**src/rtl/bsrch_pkg.sv**
```systemverilog
`timescale 1ns/1ps
package bsrch_pkg;
  typedef enum logic [1:0] {
    CMP_BELOW = 2'd0,
    CMP_MATCH = 2'd1,
    CMP_ABOVE = 2'd2
  } cmp_e;

  function automatic cmp_e compare_key(input logic [7:0] key, input logic [7:0] ent);
    if (key == ent)     return CMP_MATCH;
    else if (key > ent) return CMP_ABOVE;
    else                return CMP_BELOW;
  endfunction
endpackage

```
**src/rtl/bsrch_table.sv**
```systemverilog
`timescale 1ns/1ps
module bsrch_table #(
  parameter int KEY_W = 4,
  parameter int DEPTH = 8,
  localparam int IDX_W = $clog2(DEPTH)
) (
  input  logic                   clk,
  input  logic                   wr_en,
  input  logic [IDX_W-1:0]       wr_addr,
  input  logic [KEY_W-1:0]       wr_data,
  output logic [DEPTH*KEY_W-1:0] entries
);
  logic [KEY_W-1:0] mem [DEPTH];

  always_ff @(posedge clk) begin
    if (wr_en) mem[wr_addr] <= wr_data;
  end

  for (genvar g = 0; g < DEPTH; g++) begin : g_flat
    assign entries[g*KEY_W +: KEY_W] = mem[g];
  end
endmodule

```
**src/rtl/bsrch_stage.sv**
```systemverilog
`timescale 1ns/1ps
module bsrch_stage #(
  parameter int KEY_W = 4,
  parameter int DEPTH = 8,
  localparam int IDX_W = $clog2(DEPTH),
  localparam int BND_W = IDX_W + 1
) (
  input  logic                   clk,
  input  logic                   rst,
  input  logic [DEPTH*KEY_W-1:0] entries,
  input  logic                   in_vld,
  input  logic [KEY_W-1:0]       in_key,
  input  logic [BND_W-1:0]       in_lo,
  input  logic [BND_W-1:0]       in_hi,
  output logic                   out_vld,
  output logic [KEY_W-1:0]       out_key,
  output logic [BND_W-1:0]       out_lo,
  output logic [BND_W-1:0]       out_hi
);
  import bsrch_pkg::*;

  logic [BND_W:0]     sum;
  logic [IDX_W-1:0]   probe;
  logic [KEY_W-1:0]   ent;
  logic [BND_W-1:0]   probe_b;
  cmp_e               cmp;
  logic [1:0]         unused_sum;

  // halving by taking the upper bits of the sum; probe wraps modulo DEPTH
  assign sum        = {1'b0, in_lo} + {1'b0, in_hi};
  assign probe      = sum[IDX_W:1];
  assign unused_sum = {sum[BND_W], sum[0]};
  assign probe_b    = {1'b0, probe};
  assign ent        = entries[probe*KEY_W +: KEY_W];
  assign cmp        = compare_key(8'(in_key), 8'(ent));

  always_ff @(posedge clk) begin
    if (rst) out_vld <= 1'b0;
    else     out_vld <= in_vld;
    out_key <= in_key;
    unique case (cmp)
      CMP_MATCH: begin out_lo <= probe_b; out_hi <= probe_b; end
      CMP_ABOVE: begin out_lo <= probe_b; out_hi <= in_hi;   end
      default:   begin out_lo <= in_lo;   out_hi <= probe_b; end
    endcase
  end
endmodule

```
**src/rtl/bsrch_pipe.sv**
```systemverilog
`timescale 1ns/1ps
module bsrch_pipe #(
  parameter int KEY_W  = 4,
  parameter int DEPTH  = 8,
  parameter int STAGES = 4,
  localparam int IDX_W = $clog2(DEPTH),
  localparam int BND_W = IDX_W + 1
) (
  input  logic             clk,
  input  logic             rst,
  input  logic             in_valid,
  input  logic [KEY_W-1:0] in_key,
  input  logic             wr_en,
  input  logic [IDX_W-1:0] wr_addr,
  input  logic [KEY_W-1:0] wr_data,
  output logic             out_valid,
  output logic [IDX_W-1:0] out_index
);
  logic [DEPTH*KEY_W-1:0] tbl_flat;
  logic                   vld [STAGES+1];
  logic [KEY_W-1:0]       key [STAGES+1];
  logic [BND_W-1:0]       lo  [STAGES+1];
  logic [BND_W-1:0]       hi  [STAGES+1];
  logic [KEY_W+BND_W:0]   unused_tail;

  bsrch_table #(.KEY_W(KEY_W), .DEPTH(DEPTH)) u_table (
    .clk(clk), .wr_en(wr_en), .wr_addr(wr_addr), .wr_data(wr_data), .entries(tbl_flat)
  );

  assign vld[0] = in_valid;
  assign key[0] = in_key;
  assign lo[0]  = '0;
  assign hi[0]  = BND_W'(DEPTH);

  for (genvar s = 0; s < STAGES; s++) begin : g_stage
    bsrch_stage #(.KEY_W(KEY_W), .DEPTH(DEPTH)) u_stage (
      .clk(clk), .rst(rst), .entries(tbl_flat),
      .in_vld(vld[s]), .in_key(key[s]), .in_lo(lo[s]), .in_hi(hi[s]),
      .out_vld(vld[s+1]), .out_key(key[s+1]), .out_lo(lo[s+1]), .out_hi(hi[s+1])
    );
  end

  assign out_valid   = vld[STAGES];
  assign out_index   = lo[STAGES][IDX_W-1:0];
  assign unused_tail = {key[STAGES], hi[STAGES], lo[STAGES][BND_W-1]};
endmodule

```
**config.mk**
```make
export PLATFORM = sky130hd
export DESIGN_NAME = bsrch_pipe
export DESIGN_NICKNAME = d
export VERILOG_FILES = /design/src/rtl/bsrch_pkg.sv /design/src/rtl/bsrch_table.sv /design/src/rtl/bsrch_stage.sv /design/src/rtl/bsrch_pipe.sv
export SDC_FILE = /design/constraint.sdc
export NUM_CORES = 1
export LEC_CHECK = 0
export ABC_AREA = 1
export ABC_CLOCK_PERIOD_IN_PS = 2800
export BUFFER_PORTS_ARGS = -buffer_cell sky130_fd_sc_hd__buf_2
export CORE_MARGIN = 2
export CORE_UTILIZATION = 57
export CTS_CLUSTER_DIAMETER = 150
export CTS_CLUSTER_SIZE = 8
export DETAILED_ROUTE_END_ITERATION = 6
export HOLD_SLACK_MARGIN = 0.1
export MAX_ROUTING_LAYER = met4
export PLACE_DENSITY = 0.75
export RECOVER_POWER = 25
export SLEW_MARGIN = 5
export SYNTH_ARGS = -nofsm -noshare
export SYNTH_HDL_FRONTEND = slang
export SYNTH_SLANG_ARGS = --single-unit
export TNS_END_PERCENT = 50
```
**constraint.sdc**
```tcl
create_clock -name clk -period 2.8 [get_ports clk]
set_input_delay 0.28 -clock clk [delete_from_list [all_inputs] [get_ports clk]]
set_output_delay 0.28 -clock clk [all_outputs]
set_load 0.02 [all_outputs]
```
==> impl_metrics.env <==
export IMPL_status="completed"
export IMPL_cp_arrival_ns=2.86
export IMPL_antenna_found_initial=0
export IMPL_die_x_um=80.1
export IMPL_crit_required_ns=3.07
export IMPL_syn_mean_instance_area_sq_um=8.27
export IMPL_postRouteAntennaNets=0
export IMPL_finClkSkew_ns=0.00652
export IMPL_routedWlPerCell_um=14.5
export IMPL_placed_area_sq_mm=0.00346
export IMPL_finalSetupViolCount=0
export IMPL_hold_class="in2reg"
export IMPL_vias=2621
export IMPL_ir_drop_uv=664
export IMPL_hpwl_um=5640
export IMPL_max_stage_delay_ns=0.45
export IMPL_dieHeight_um=80.1
export IMPL_finalPower_mw=4.92
export IMPL_path_class="reg2reg"
export IMPL_fin_cells=506
export IMPL_cts_max_level=3
export IMPL_r2r_start="g_stage[1].u_stage.out_hi[1]$_SDFF_PN0_"
export IMPL_finalCriticalPeriod_ns=2.59
export IMPL_hold_ws_ns=0.138
export IMPL_ys_types=22
export IMPL_drtPass1Iterations=4
export IMPL_end_kind="register"
export IMPL_grt_pass1_vias=2501
export IMPL_crit_fanout=8
export IMPL_cts_sink_count=66
export IMPL_drive_gt1_frac=0.108
export IMPL_ys_ff_latch=66
export IMPL_gp_congestion=0.983
export IMPL_hold_start="rst"
export IMPL_r2r_slack_ns=0.21
export IMPL_startpoint="g_stage[1].u_stage.out_hi[1]$_SDFF_PN0_"
export IMPL_drt_iter0_markers=187
export IMPL_reg2reg_depth=13
export IMPL_relSlewSlack=0.696
export IMPL_hold_violations=0
export IMPL_worst_path_max_delay_cell="fa_1"
export IMPL_synth_fp_nets=436
export IMPL_p_switching_mw=2.33
export IMPL_crit_path_start_kind="register"
export IMPL_num_antenna_cells=0
export IMPL_fin_area_sq_mm=0.00370
export IMPL_fmax_mhz=386
export IMPL_top_level_ports=19
export IMPL_fin_tns_setup_ns=0
export IMPL_place_ws_ns=0.141
export IMPL_grt_overflow_total=0
export IMPL_p_sw_frac=0.473
export IMPL_syn_inst=399
export IMPL_seqPwrFrac=0.253
export IMPL_tightest_slew_ns=0.454
export IMPL_clock_latency_ns=0.34
export IMPL_grt_pass1_wl_um=12000
export IMPL_p_leak_nw=1.83
export IMPL_start_util=0.596
export IMPL_cts_tree="done"
export IMPL_dieArea_sq_mm=0.00642
export IMPL_vias_per_cell=5.18
export IMPL_fin_crit_sh=0.925
export IMPL_maxCapViolCount=0
export IMPL_nFillCells=478
export IMPL_rr_endpoint="g_stage[2].u_stage.out_lo[2]$_DFF_P_"
export IMPL_syn_area_sq_mm=0.00330
export IMPL_cts_root_buffer="clkbuf_8"
export IMPL_holdPathEnd="g_stage[1].u_stage.out_vld$_SDFF_PP0_"
export IMPL_slew_violations=0
export IMPL_fin_nets=466
export IMPL_numCtsBuffers=9
export IMPL_power_frac_clock=0.158
export IMPL_drc=0
export IMPL_ys_warn_count=0
export IMPL_globalRouteTotalUtil=0.263
export IMPL_port_buffers=18
export IMPL_cts_path_max_buffers=2
export IMPL_setup_ws_ns=0.211
export IMPL_post_route_util=0.667
export IMPL_synthToLayoutAreaGrowth_pct=12.0
export IMPL_path_clk_slew_ns=0.07
export IMPL_internal_power_mw=2.59
export IMPL_dp_cells=486
export IMPL_whs_path_depth=2
export IMPL_power_density_mw_per_mm2=1330
export IMPL_yosysSeqAreaShare=0.497
export IMPL_drt_wl_total_um=7350
export IMPL_rows=27
export IMPL_combPwrFrac=0.589
export IMPL_crit_chain="ha_1, inv_1, fa_1, buf_4, a21oi_1, o21ai_0, nand3_1, nand2_1, ha_1, nand4_1, nand3_2, nand2_1, o21ai_1"
export IMPL_core_region_area_sq_mm=0.00554
export IMPL_grt_max_degree=29
[flip-flops by register name (all words and copies together), names as in the netlist]
| name | count |
|---|---|
| g_stage.u_stage.out_hi | 9 |
| u_table.mem | 32 |
| g_stage.u_stage.out_key | 12 |
| g_stage.u_stage.out_vld | 4 |
| g_stage.u_stage.out_lo | 9 |
[synth_stat cells]
master / number / area share
dfxtp_1: 34 / 0.21
a21oi_1: 20 / 0.030
ha_1: 20 / 0.076
o21ai_0: 27 / 0.041
buf_4: 3 / 0.0068
nand3b_1: 1 / 0.0023
nand2_2: 3 / 0.0057
fa_1: 2 / 0.012
nand2_1: 136 / 0.15
xor2_2: 2 / 0.0099
o211ai_1: 6 / 0.014
inv_2: 2 / 0.0023
buf_2: 3 / 0.0045
buf_6: 2 / 0.0068
inv_1: 60 / 0.068
nand4_1: 5 / 0.0095
edfxtp_1: 32 / 0.29
nand3_2: 1 / 0.0030
o21bai_1: 2 / 0.0045
nand3_1: 19 / 0.029
o21ai_1: 3 / 0.0045
nor2_1: 16 / 0.018
[power by group through the flow]
| stage | clock, mW | combinational, mW | sequential [mW] |
|---|---|---|---|
| 6_report | 0.777 | 2.90 | 1.24 |
| 3_5_place_dp | 0 | 2.81 | 1.27 |
| 2_1_floorplan | 0 | 2.18 | 1.26 |
| 3_3_place_gp | 0 | 2.72 | 1.26 |
| 4_1_cts | 0.787 | 2.82 | 1.25 |
| 5_1_grt | 0.831 | 3.34 | 1.26 |
[critical path, delay by kind of cell (launching register included)]
| family | cells | cell delay (ns) |
|---|---|---|
| fa+ha+maj | 3 | 0.97 |
| buf+inv | 2 | 0.26 |
| flops | 1 | 0.33 |
| simple gates | 5 | 0.66 |
| compound gates | 3 | 0.30 |
[layout by cell type (no fill, tap or decap)]
cell / instances
nand3_1: 18
o21ai_0: 27
clkbuf_8: 9
nand2_2: 4
dfxtp_2: 1
fa_1: 2
inv_2: 2
edfxtp_1: 32
inv_4: 2
clkbuf_1: 4
ha_1: 20
o211ai_1: 6
a21oi_2: 1
nand3_2: 2
nand3b_1: 1
clkinv_2: 3
xor2_2: 2
inv_1: 60
inv_6: 1
dlygate4sd3_1: 4
nand4_1: 5
o21bai_1: 2
nand2_1: 135
buf_2: 14
o21ai_1: 3
a21oi_1: 19
buf_4: 5
dfxtp_1: 33
bufinv_16: 1
nor2_1: 16
[routing by layer]
layer	part of all wire	GRT usage	up-vias
met3	0.048	0.0461	17
li1	-	-	1343
met1	0.42	0.316	1185
met5	0	-	-
met4	0.025	0.112	0
met2	0.51	0.440	76
[kinds of logic (layout without fill, tap and decap cells)]
kind of cell    Yosys count  in the layout  synth area share
fa+ha+maj                22             22            0.0879
flops                    66             66             0.497
buf+inv                  70            105            0.0887
xor+xnor                  2              2           0.00986
compound gates           58             58            0.0940
simple gates            181            181             0.222
[what timing repair did]
| item | 4_1_cts | 5_1_grt |
|---|---|---|
| setup endpoints to repair | 0 | 5 |
| hold buffers | 4 | 0 |
| buffers inserted | 0 | 0 |
| resized for setup | 0 | 4 |
| hold endpoints to repair | 4 | 0 |
[layout make-up]
type / instances / area (sq um) / share of cell area
clock buffer: 9 / 124 / 0.0335
inverter: 62 / 233 / 0.0630
sequential: 66 / 1640 / 0.444
clock inverter: 7 / 66.3 / 0.0179
multi-input combinational: 263 / 1380 / 0.373
tap: 72 / 90.1 / 0.0244
timing repair buffer: 27 / 163 / 0.0440
[worst max path at each step]
| stage | slack (ns) | end |
|---|---|---|
| final | 0.21 | g_stage[2].u_stage.out_lo[2]$_DFF_P_ |
| after global routing | -0.0003 | g_stage[2].u_stage.out_lo[2]$_DFF_P_ |
| after CTS | 0.13 | g_stage[2].u_stage.out_lo[2]$_DFF_P_ |
| after detailed placement | 0.14 | g_stage[2].u_stage.out_lo[2]$_DFF_P_ |
| after global placement | 0.21 | g_stage[2].u_stage.out_lo[1]$_DFF_P_ |
| after floorplan | 0.48 | g_stage[2].u_stage.out_lo[1]$_DFF_P_ |
(Power assumes the default switching activity.)
